**config.mk**
```make
export PLATFORM = sky130hd
export DESIGN_NAME = stack_frame_addr_unit
export DESIGN_NICKNAME = d
export VERILOG_FILES = /design/src/rtl/sfau_pkg.sv /design/src/rtl/sfau_ctrl.sv /design/src/rtl/sfau_dp.sv /design/src/rtl/stack_frame_addr_unit.sv
export SDC_FILE = /design/constraint.sdc
export NUM_CORES = 1
export LEC_CHECK = 0
export CORE_MARGIN = 10
export CORE_UTILIZATION = 29
export DETAILED_ROUTE_END_ITERATION = 8
export GPL_ROUTABILITY_DRIVEN = 0
export PLACE_DENSITY = 0.5
export SYNTH_ARGS = -nofsm -noshare
export SYNTH_HDL_FRONTEND = slang
export SYNTH_HIERARCHICAL = 1
export SYNTH_SLANG_ARGS = --single-unit
export TNS_END_PERCENT = 5
```
**constraint.sdc**
```tcl
create_clock -name clk -period 4.9 [get_ports clk]
set_input_delay 0.98 -clock clk [delete_from_list [all_inputs] [get_ports clk]]
set_output_delay 0.98 -clock clk [all_outputs]
set_load 0.05 [all_outputs]
```
**src/rtl/sfau_pkg.sv**
```systemverilog
package sfau_pkg;

  typedef enum logic [1:0] {
    SEL_SP   = 2'd0,
    SEL_BP   = 2'd1,
    SEL_OFFS = 2'd2,
    SEL_NONE = 2'd3
  } regSel_e;

  typedef enum logic [1:0] {
    MOD_NONE = 2'd0,
    MOD_INC  = 2'd1,
    MOD_DEC  = 2'd2,
    MOD_RSVD = 2'd3
  } frameMod_e;

  // strobes from control to datapath
  typedef struct packed {
    logic spWr;       // register port writes SP
    logic bpWr;       // register port writes base
    logic offsWr;     // register port writes offset
    logic stackValid; // exactly one stack request
    logic pushSel;    // the accepted request is a push
    logic spDec;      // SP steps down this edge
    logic spInc;      // SP steps up this edge
    logic offsUp;     // requested offset step +1
    logic offsDn;     // requested offset step -1
    logic offsPre;    // address uses stepped offset
    logic offsUpd;    // stepped offset is stored
  } dpCtl_t;

endpackage

```
**src/rtl/sfau_ctrl.sv**
```systemverilog
module sfau_ctrl
  import sfau_pkg::*;
(
  input  logic       clk,
  input  logic       rstN,
  input  logic       regWrEn,
  input  logic [1:0] regSel,
  input  logic       pushReq,
  input  logic       popReq,
  input  logic       frameReq,
  input  logic       frameWrite,
  input  logic [1:0] frameMod,
  output dpCtl_t     ctl
);

  regSel_e   selE;
  frameMod_e modE;
  logic      oneStack;
  logic      stepReq;

  assign selE     = regSel_e'(regSel);
  assign modE     = frameMod_e'(frameMod);
  assign oneStack = pushReq ^ popReq;
  assign stepReq  = frameReq && (modE == MOD_INC || modE == MOD_DEC);

  always_comb begin
    ctl            = '0;
    ctl.spWr       = regWrEn && (selE == SEL_SP);
    ctl.bpWr       = regWrEn && (selE == SEL_BP);
    ctl.offsWr     = regWrEn && (selE == SEL_OFFS);
    ctl.stackValid = oneStack;
    ctl.pushSel    = oneStack && pushReq;
    // register write wins over a pointer step
    ctl.spDec      = oneStack && pushReq && !ctl.spWr;
    ctl.spInc      = oneStack && popReq  && !ctl.spWr;
    ctl.offsUp     = frameReq && (modE == MOD_INC);
    ctl.offsDn     = frameReq && (modE == MOD_DEC);
    ctl.offsPre    = frameReq && frameWrite;
    ctl.offsUpd    = stepReq && !ctl.offsWr;
  end

  p_no_double_step_r6: assert property (@(posedge clk) disable iff (!rstN)
    (pushReq && popReq) |-> !(ctl.spDec || ctl.spInc || ctl.stackValid));

  p_one_dir_r8: assert property (@(posedge clk) disable iff (!rstN)
    $onehot0({ctl.offsUp, ctl.offsDn}));

endmodule

```
**src/rtl/sfau_dp.sv**
```systemverilog
module sfau_dp
  import sfau_pkg::*;
#(
  parameter int            DATA_W = 16,
  parameter int            SP_W   = 10,
  parameter int            OFFS_W = 8,
  parameter logic [DATA_W-1:0] SP_RST = 16'h03F0
)(
  input  logic              clk,
  input  logic              rstN,
  input  dpCtl_t            ctl,
  input  logic [1:0]        rdSel,
  input  logic [DATA_W-1:0] wrData,
  output logic [DATA_W-1:0] rdData,
  output logic [DATA_W-1:0] stackAddr,
  output logic              stackAddrValid,
  output logic [DATA_W-1:0] frameAddr
);

  localparam logic [SP_W-1:0] SP_INIT = SP_RST[SP_W-1:0];

  logic [SP_W-1:0]   spQ;
  logic [DATA_W-1:0] bpQ;
  logic [OFFS_W-1:0] offsQ;

  logic [SP_W-1:0]   spMinus;
  logic [SP_W-1:0]   spPlus;
  logic [OFFS_W-1:0] offsStep;
  logic [OFFS_W-1:0] offsUse;

  assign spMinus = spQ - 1'b1;
  assign spPlus  = spQ + 1'b1;

  always_comb begin
    if (ctl.offsUp)      offsStep = offsQ + 1'b1;
    else if (ctl.offsDn) offsStep = offsQ - 1'b1;
    else                 offsStep = offsQ;
  end

  assign offsUse        = ctl.offsPre ? offsStep : offsQ;
  assign frameAddr      = bpQ + DATA_W'(offsUse);
  assign stackAddrValid = ctl.stackValid;
  assign stackAddr      = !ctl.stackValid ? '0 :
                          (ctl.pushSel ? DATA_W'(spMinus) : DATA_W'(spQ));

  always_comb begin
    unique case (regSel_e'(rdSel))
      SEL_SP:   rdData = DATA_W'(spQ);
      SEL_BP:   rdData = bpQ;
      SEL_OFFS: rdData = DATA_W'(offsQ);
      default:  rdData = '0;
    endcase
  end

  always_ff @(posedge clk or negedge rstN) begin
    if (!rstN) begin
      spQ <= SP_INIT;
    end else if (ctl.spWr) begin
      spQ <= wrData[SP_W-1:0];
    end else if (ctl.spDec) begin
      spQ <= spMinus;
    end else if (ctl.spInc) begin
      spQ <= spPlus;
    end
  end

  always_ff @(posedge clk or negedge rstN) begin
    if (!rstN)          bpQ <= '0;
    else if (ctl.bpWr)  bpQ <= wrData;
  end

  always_ff @(posedge clk or negedge rstN) begin
    if (!rstN)            offsQ <= '0;
    else if (ctl.offsWr)  offsQ <= wrData[OFFS_W-1:0];
    else if (ctl.offsUpd) offsQ <= offsStep;
  end

  p_sp_hi_zero_r1: assert property (@(posedge clk) disable iff (!rstN)
    (regSel_e'(rdSel) == SEL_SP) |-> (rdData[DATA_W-1:SP_W] == '0));

  p_push_dec_r3: assert property (@(posedge clk) disable iff (!rstN)
    ctl.spDec |=> (spQ == SP_W'($past(spQ) - 1'b1)));

  p_pop_inc_r4: assert property (@(posedge clk) disable iff (!rstN)
    ctl.spInc |=> (spQ == SP_W'($past(spQ) + 1'b1)));

  p_reject_hold_r6: assert property (@(posedge clk) disable iff (!rstN)
    (!ctl.stackValid && !ctl.spWr) |=> $stable(spQ));

  p_base_kept_r10: assert property (@(posedge clk) disable iff (!rstN)
    !ctl.bpWr |=> $stable(bpQ));

endmodule

```
**src/rtl/stack_frame_addr_unit.sv**
```systemverilog
module stack_frame_addr_unit
  import sfau_pkg::*;
#(
  parameter int DATA_W = 16,
  parameter int SP_W   = 10,
  parameter int OFFS_W = 8
)(
  input  logic              clk,
  input  logic              rstN,
  input  logic              regWrEn,
  input  logic [1:0]        regSel,
  input  logic [DATA_W-1:0] regWrData,
  output logic [DATA_W-1:0] regRdData,
  input  logic              pushReq,
  input  logic              popReq,
  output logic [DATA_W-1:0] stackAddr,
  output logic              stackAddrValid,
  input  logic              frameReq,
  input  logic              frameWrite,
  input  logic [1:0]        frameMod,
  output logic [DATA_W-1:0] frameAddr
);

  dpCtl_t ctl;

  sfau_ctrl u_ctrl (
    .clk        (clk),
    .rstN       (rstN),
    .regWrEn    (regWrEn),
    .regSel     (regSel),
    .pushReq    (pushReq),
    .popReq     (popReq),
    .frameReq   (frameReq),
    .frameWrite (frameWrite),
    .frameMod   (frameMod),
    .ctl        (ctl)
  );

  sfau_dp #(
    .DATA_W (DATA_W),
    .SP_W   (SP_W),
    .OFFS_W (OFFS_W)
  ) u_dp (
    .clk            (clk),
    .rstN           (rstN),
    .ctl            (ctl),
    .rdSel          (regSel),
    .wrData         (regWrData),
    .rdData         (regRdData),
    .stackAddr      (stackAddr),
    .stackAddrValid (stackAddrValid),
    .frameAddr      (frameAddr)
  );

endmodule

```
==> results.yml, run 1 <==
run_status:
  status: "finished clean"
finish:
  regArea_sq_um: 858
  fillers: 1029
  final_layout_size_suffix_gt1_share_pct: 32.2
  antenna_cells: 0
  fin_area_sq_um: 4660
  final_nets: 504
  final_cell_mix: "buf_4 (55), clkdlybuf4s50_1 (43), o21ai_0 (40), nand2_1 (40), dfrtp_1 (28)"
  multiInputGateArea_sq_um: 2280
  fin_util_pct: 45.4
  syn_to_final_growth_pct: 53.8
  layout_commonest_cell: "buf_4"
timing:
  fmax_mhz: 207
  rsz0062_at_grt: "true"
  period_needed_ns: 4.84
  fin_skew_ns: 0.00424
  slew_headroom_pct: 63.5
  setup_viol: 0
  worstMarginPinSlew_ns: 0.548
  fin_crit_sh_pct: 98.8
  maxSlewViolCount: 0
  holdWs_ns: 0.585
  final_hold_viol_count: 0
route:
  via_per_inst: 4.79
  drc: 0
  wl_per_cell_microns: 15.1
  drt_first_pass_iters: 4
  drt_iter0_markers: 107
  drt.antenna.violating_nets: 0
  wirelength_microns: 9000
  route.vias.total: 2852
worst_setup_path:
  startpoint: "frameMod[0]"
  reg2reg_depth: 24
  critPathCapture: "frameAddr[8]"
  timing.rr.end: "u_dp/offsQ[7]$_DFFE_PN0P_"
  rr_startpoint: "u_dp/offsQ[2]$_DFFE_PN0P_"
  worstSetupPathType: "input port to primary output"
  crit_path_max_fanout: 4
  worst_setup_path_start_kind: "input port"
  cp.arrival_ns: 3.86
  worstPathRequired_ns: 3.92
  crit_path_end_kind: "primary output"
  reg2reg_slack_ns: 1.00
placed_design:
  dp_hpwl_microns: 6880
  io_buffers: 69
  dpl_cell_area_sq_um: 4180
floorplanning:
  chipHeight_microns: 122
  num_io_pins: 76
  die_w_microns: 122
  dieArea_sq_um: 14900
  placementRows: 37
  start_util_pct: 29.5
  fp.coreArea_sq_um: 10300
global_routing:
  antenna_found_initial: 0
  grt_max_degree: 35
  grt_pass1_vias: 2875
  grt_use_total_pct: 12.0
  overflow: 0
  grt_pass1_wl_microns: 14700
clocking:
  worstSkewPairLatency_ns: 0.29
  cts_tree: "yes"
  cts.path.max_buffers: 2
  cts.clk_slew.worst_paths_ns: 0.07
  clock_sinks: 34
  cts_buffers: 5
  cts_htree_levels: 2
  root_buffer: "clkbuf_8"
pwr:
  cellLeakagePower_nw: 1.99
  ir_drop_uv: 219
  powerDensity_nw_per_um2: 471
synthesis:
  ys.flop_type: "dfrtp_1"
  synth-async-reset-ratio_pct: 100
  synth_cell_type_count: 58
  yosys_warnings: 6
  synth-seq-area-share_pct: 28.3
  synth_edf_count: 0
  syn_avg_cell_area_sq_um: 8.56
  netlist_instances: 354
  ys_ff_latch: 34
  syn_area_sq_um: 3030
hold_path:
  min_path_type: "flip-flop to flip-flop"
run:
  cap_violations: 0
-- cell usage after synthesis (3+ instances only) --
library cell	instances	share of area, %
dfrtp_1	28	23
inv_1	14	1.7
ha_1	17	7.0
nor2b_1	4	0.83
nand3_1	12	2.0
xor2_1	15	4.3
clkbuf_1	14	1.7
nand2b_1	4	0.83
dfstp_2	6	5.2
o21ai_0	41	6.8
or3_1	3	0.62
xnor2_1	25	7.2
a21oi_1	6	0.99
mux2_2	17	6.3
nor2_1	11	1.4
and2_1	18	3.7
mux2i_1	11	3.6
buf_4	8	2.0
nand2_1	42	5.2
nor3_1	6	0.99
a31oi_1	3	0.62
and3_1	3	0.62
-- where the power goes --
part / total (mW) / internal [mW] / switching, mW
Combinational: 1.46 / 0.669 / 0.786
Sequential: 0.523 / 0.367 / 0.156
Clock: 0.215 / 0.113 / 0.102
-- state kept, by name, indices dropped and copies added, names as in the netlist --
register and cells:
u_dp/offsQ 8, u_dp/spQ 10, u_dp/bpQ 16
-- worst min path at each step --
stage	start	to	slack [ns]	cells past startpoint
floorplan	u_dp/bpQ[7]$_DFFE_PN0P_	u_dp/bpQ[7]$_DFFE_PN0P_	0.51	1
global placement	u_dp/bpQ[15]$_DFFE_PN0P_	u_dp/bpQ[15]$_DFFE_PN0P_	0.53	1
detailed placement	u_dp/bpQ[15]$_DFFE_PN0P_	u_dp/bpQ[15]$_DFFE_PN0P_	0.54	1
CTS	u_dp/bpQ[15]$_DFFE_PN0P_	u_dp/bpQ[15]$_DFFE_PN0P_	0.55	1
global route	u_dp/bpQ[5]$_DFFE_PN0P_	u_dp/bpQ[5]$_DFFE_PN0P_	0.60	1
finish	u_dp/bpQ[15]$_DFFE_PN0P_	u_dp/bpQ[15]$_DFFE_PN0P_	0.59	1
-- through the flow --
stage                     setup WS, ns  TNS [ns]  std cells  power (mW)
final                           0.0603         0        596        2.19
after detailed placement        -0.535     -4.18        568        1.91
after floorplan                 -0.203    -0.438        359        1.34
after CTS                       0.0540         0        594        2.16
after global placement          -0.477     -3.68        568        1.90
after global routing           -0.0624    -0.275        596        2.33
-- kinds of logic (layout without fill, tap and decap cells) --
kind of cell             after synthesis  after routing  share of synthesized area, %
buffers and inverters                 39            140                          6.15
flip-flops                            34             34                          28.3
XOR/XNOR                              40             40                          11.6
AND/OR/NAND/NOR                      124            124                          22.3
adder cells (fa/ha/maj)               18             18                          7.68
multiplexers                          28             28                          9.95
AO/OA/AOI/OAI                         70             70                          13.9
other                                  1              6                         0.124
-- critical path, stage by stage --
cell     delay (ns)
buf_8          0.10
inv_4          0.05
ha_4           0.10
and2_4         0.12
or3b_4         0.38
or4_4          0.50
o22ai_4        0.16
nand2_2        0.10
xnor2_2        0.17
ha_4           0.25
a21oi_4        0.19
nand2_2        0.07
o21a_4         0.23
buf_6          0.12
xor2_2         0.16
buf_12         0.16
-- per-layer routing --
metal	share of wire, %	wire length, microns	GRT usage (%)
met5	0	0	0
met4	1.1	97	2.95
met3	5.7	512	2.98
met2	46	4120	18.3
met1	47	4270	16.5
-- what timing repair did --
item | in CTS | in global routing
buffers inserted | 18 | 2
hold endpoints to repair | 0 | 0
hold buffers | 0 | 0
gates resized for setup | 27 | 34
pin swaps | 12 | 18
endpoints found under the setup margin | 12 | 9
-- cell type report --
class	instances	share of cell area, %
Timing Repair Buffer	118	25.9
Inverter	14	1.23
Multi-Input combinational cell	286	48.9
Sequential cell	34	18.4
Tap cell	136	3.65
Clock buffer	7	1.85
Clock inverter	1	0.107
No activity file was read; power rests on OpenSTA's default activity.
==> inputs of run 2 (changes only) <==
PLACE_DENSITY = 0.56   (was 0.5)
SETUP_SLACK_MARGIN = 0.5   (was not set)
==> run 2 against run 1 <==
Hold slack got worse by 0.011 ns. First-iteration DRC count rose by 12%. Core utilization rose by 0.94 points. Critical path depth did not move. Design area rose by 2.1%. Sequential share of layout area fell by 0.37 points. Global-route usage fell by 0.55 points. Combinational power rose by 8%. Maximum frequency rose by 0.98%. Setup slack improved by 0.047 ns. Critical endpoint is now frameAddr[14]. Largest cell class unchanged.
==> results.yml, run 2 (synthesis gave the netlist of run 1 again) <==
timing:
  fin_crit_sh_pct: 97.8
  rsz0062_at_grt: "true"
  worstMarginPinSlew_ns: 0.559
  final_hold_viol_count: 0
  slew_headroom_pct: 62.8
  maxSlewViolCount: 0
  setup_viol: 0
  fmax_mhz: 209
  fin_skew_ns: 0.00807
  period_needed_ns: 4.79
  worst_slack_ns: 0.107
  holdWs_ns: 0.574
floorplanning:
  start_util_pct: 29.5
  num_io_pins: 76
  placementRows: 37
  fp.coreArea_sq_um: 10300
  chipHeight_microns: 122
  dieArea_sq_um: 14900
  die_w_microns: 122
finish:
  syn_to_final_growth_pct: 57.0
  final_nets: 486
  final_cell_mix: "clkdlybuf4s50_1 (38), nand2_1 (38), o21ai_0 (36)"
  final_layout_size_suffix_gt1_share_pct: 33.7
  fin_area_sq_um: 4760
  largest_reg_flops: 16
  antenna_cells: 0
  reg.largest.list: "u_dp/bpQ (16), u_dp/spQ (10), u_dp/offsQ (8)"
  regMostFlops: "u_dp/bpQ"
clocking:
  cts_hold_buf: 0
  root_buffer: "clkbuf_8"
  clock_sinks: 34
  cts.path.max_buffers: 2
  cts_tree: "yes"
  worstSkewPairLatency_ns: 0.29
  cts_buffers: 5
  cts_htree_levels: 2
  cts.clk_slew.worst_paths_ns: 0.08
route:
  wl_per_cell_microns: 15.1
  drc: 0
  route.vias.total: 2787
  drt_first_pass_iters: 5
  wirelength_microns: 8730
  drt.antenna.violating_nets: 0
  drt_iter0_markers: 120
  via_per_inst: 4.82
global_routing:
  grt_use_total_pct: 11.4
  grt_pass1_wl_microns: 14000
  grt_max_degree: 35
  grt_pass1_vias: 2733
  overflow: 0
  antenna_found_initial: 0
worst_setup_path:
  crit_path_end_kind: "primary output"
  crit_path_max_fanout: 4
  timing.rr.end: "u_dp/spQ[8]$_DFFE_PN1P_"
  worstSetupPathType: "input port to primary output"
  worstPathRequired_ns: 3.92
  reg2reg_slack_ns: 2.65
  reg2reg_depth: 5
  worst_setup_path_start_kind: "input port"
  rr_startpoint: "u_dp/spQ[3]$_DFFE_PN0P_"
  cp.arrival_ns: 3.81
run:
  cap_violations: 0
pwr:
  fin_total_pwr_mw: 2.32
  combPwrFrac_pct: 67.6
  powerDensity_nw_per_um2: 488
  p_seq_share_pct: 22.9
  clkPwrFrac_pct: 9.5
  p_sw_mw: 1.10
  cellLeakagePower_nw: 2.01
  power.share.switching_pct: 47.2
  ir_drop_uv: 225
  p_int_mw: 1.23
hold_path:
  min_from: "u_dp/spQ[8]$_DFFE_PN1P_"
  hold_depth: 2
  min_path_type: "flip-flop to flip-flop"
  holdPathEnd: "u_dp/spQ[8]$_DFFE_PN1P_"
placed_design:
  dp_hpwl_microns: 6930
  io_buffers: 69
  dpl_cell_area_sq_um: 4330
  pre_cts_ws_ns: -0.455
run_status:
  status: "finished clean"
-- run 2: changes by cell type in the layout (fill, tap and decap cells not counted), moves of 3 or more --
cell and change:
o21ai_0 -4, xnor2_4 +3, dlymetal6s2s_1 +5, buf_4 -22
buf_6 +4, clkdlybuf4s50_1 -5, o21ai_1 +3
-- run 2: worst max path at each step --
stage	startpoint	depth (start not counted)	slack, ns	endpoint
floorplan	frameMod[1]	14	0.19	frameAddr[10]
detailed placement	frameMod[0]	16	-0.46	frameAddr[10]
finish	frameMod[1]	16	0.11	frameAddr[14]
global placement	frameMod[1]	16	-0.34	frameAddr[10]
global route	frameMod[1]	16	-0.03	frameAddr[14]
CTS	frameMod[1]	16	-0.04	frameAddr[15]
-- run 2: stage by stage --
step	TNS, ns	std cells	util [%]
2_1_floorplan	0	359	-
3_3_place_gp	-2.69	568	42.1
3_5_place_dp	-3.68	568	42.1
4_1_cts	-0.0386	577	44.5
5_1_grt	-0.0499	578	46.3
6_report	0	578	46.3
-- run 2: what timing repair did --
action,4_1_cts,5_1_grt
setup endpoints to repair,14,18
hold endpoints to repair,0,0
setup buffers,1,1
resized for setup,40,43
pin swaps,28,33
-- run 2: routing by layer --
metal	routed length, microns	GRT usage [%]
met3	463	2.98
met1	4230	15.5
met2	3980	18.0
met4	59	2.21
met5	0	0
-- run 2: power by group through the flow --
stage,registers (mW),logic (mW),clock network [mW]
after floorplan,0.446,0.941,0
after global placement,0.529,1.41,0
after detailed placement,0.531,1.43,0
after CTS,0.528,1.53,0.224
after global routing,0.552,1.67,0.241
final,0.531,1.57,0.222
-- run 2: cell type report --
type | count | area (sq um)
well taps | 136 | 170
flip-flops and latches | 34 | 858
multi-input cells | 286 | 2460
clock buffers | 6 | 82.6
fillers | 1017 | 5520
clock inverters | 2 | 12.5
repair buffers | 100 | 1120
inverters | 14 | 55.1
-- run 2: worst max-delay path, cell delays in order --
cell and delay, ns:
buf_8 0.08, inv_2 0.04, ha_4 0.14, and2_4 0.14, or3b_4 0.37, or4_4 0.44, o22ai_4 0.15, nand2_2 0.08
xnor2_2 0.19, ha_4 0.26, a21oi_4 0.20, nand2_2 0.07, o21a_4 0.25, nand3_4 0.12, xnor2_4 0.13, buf_12 0.15
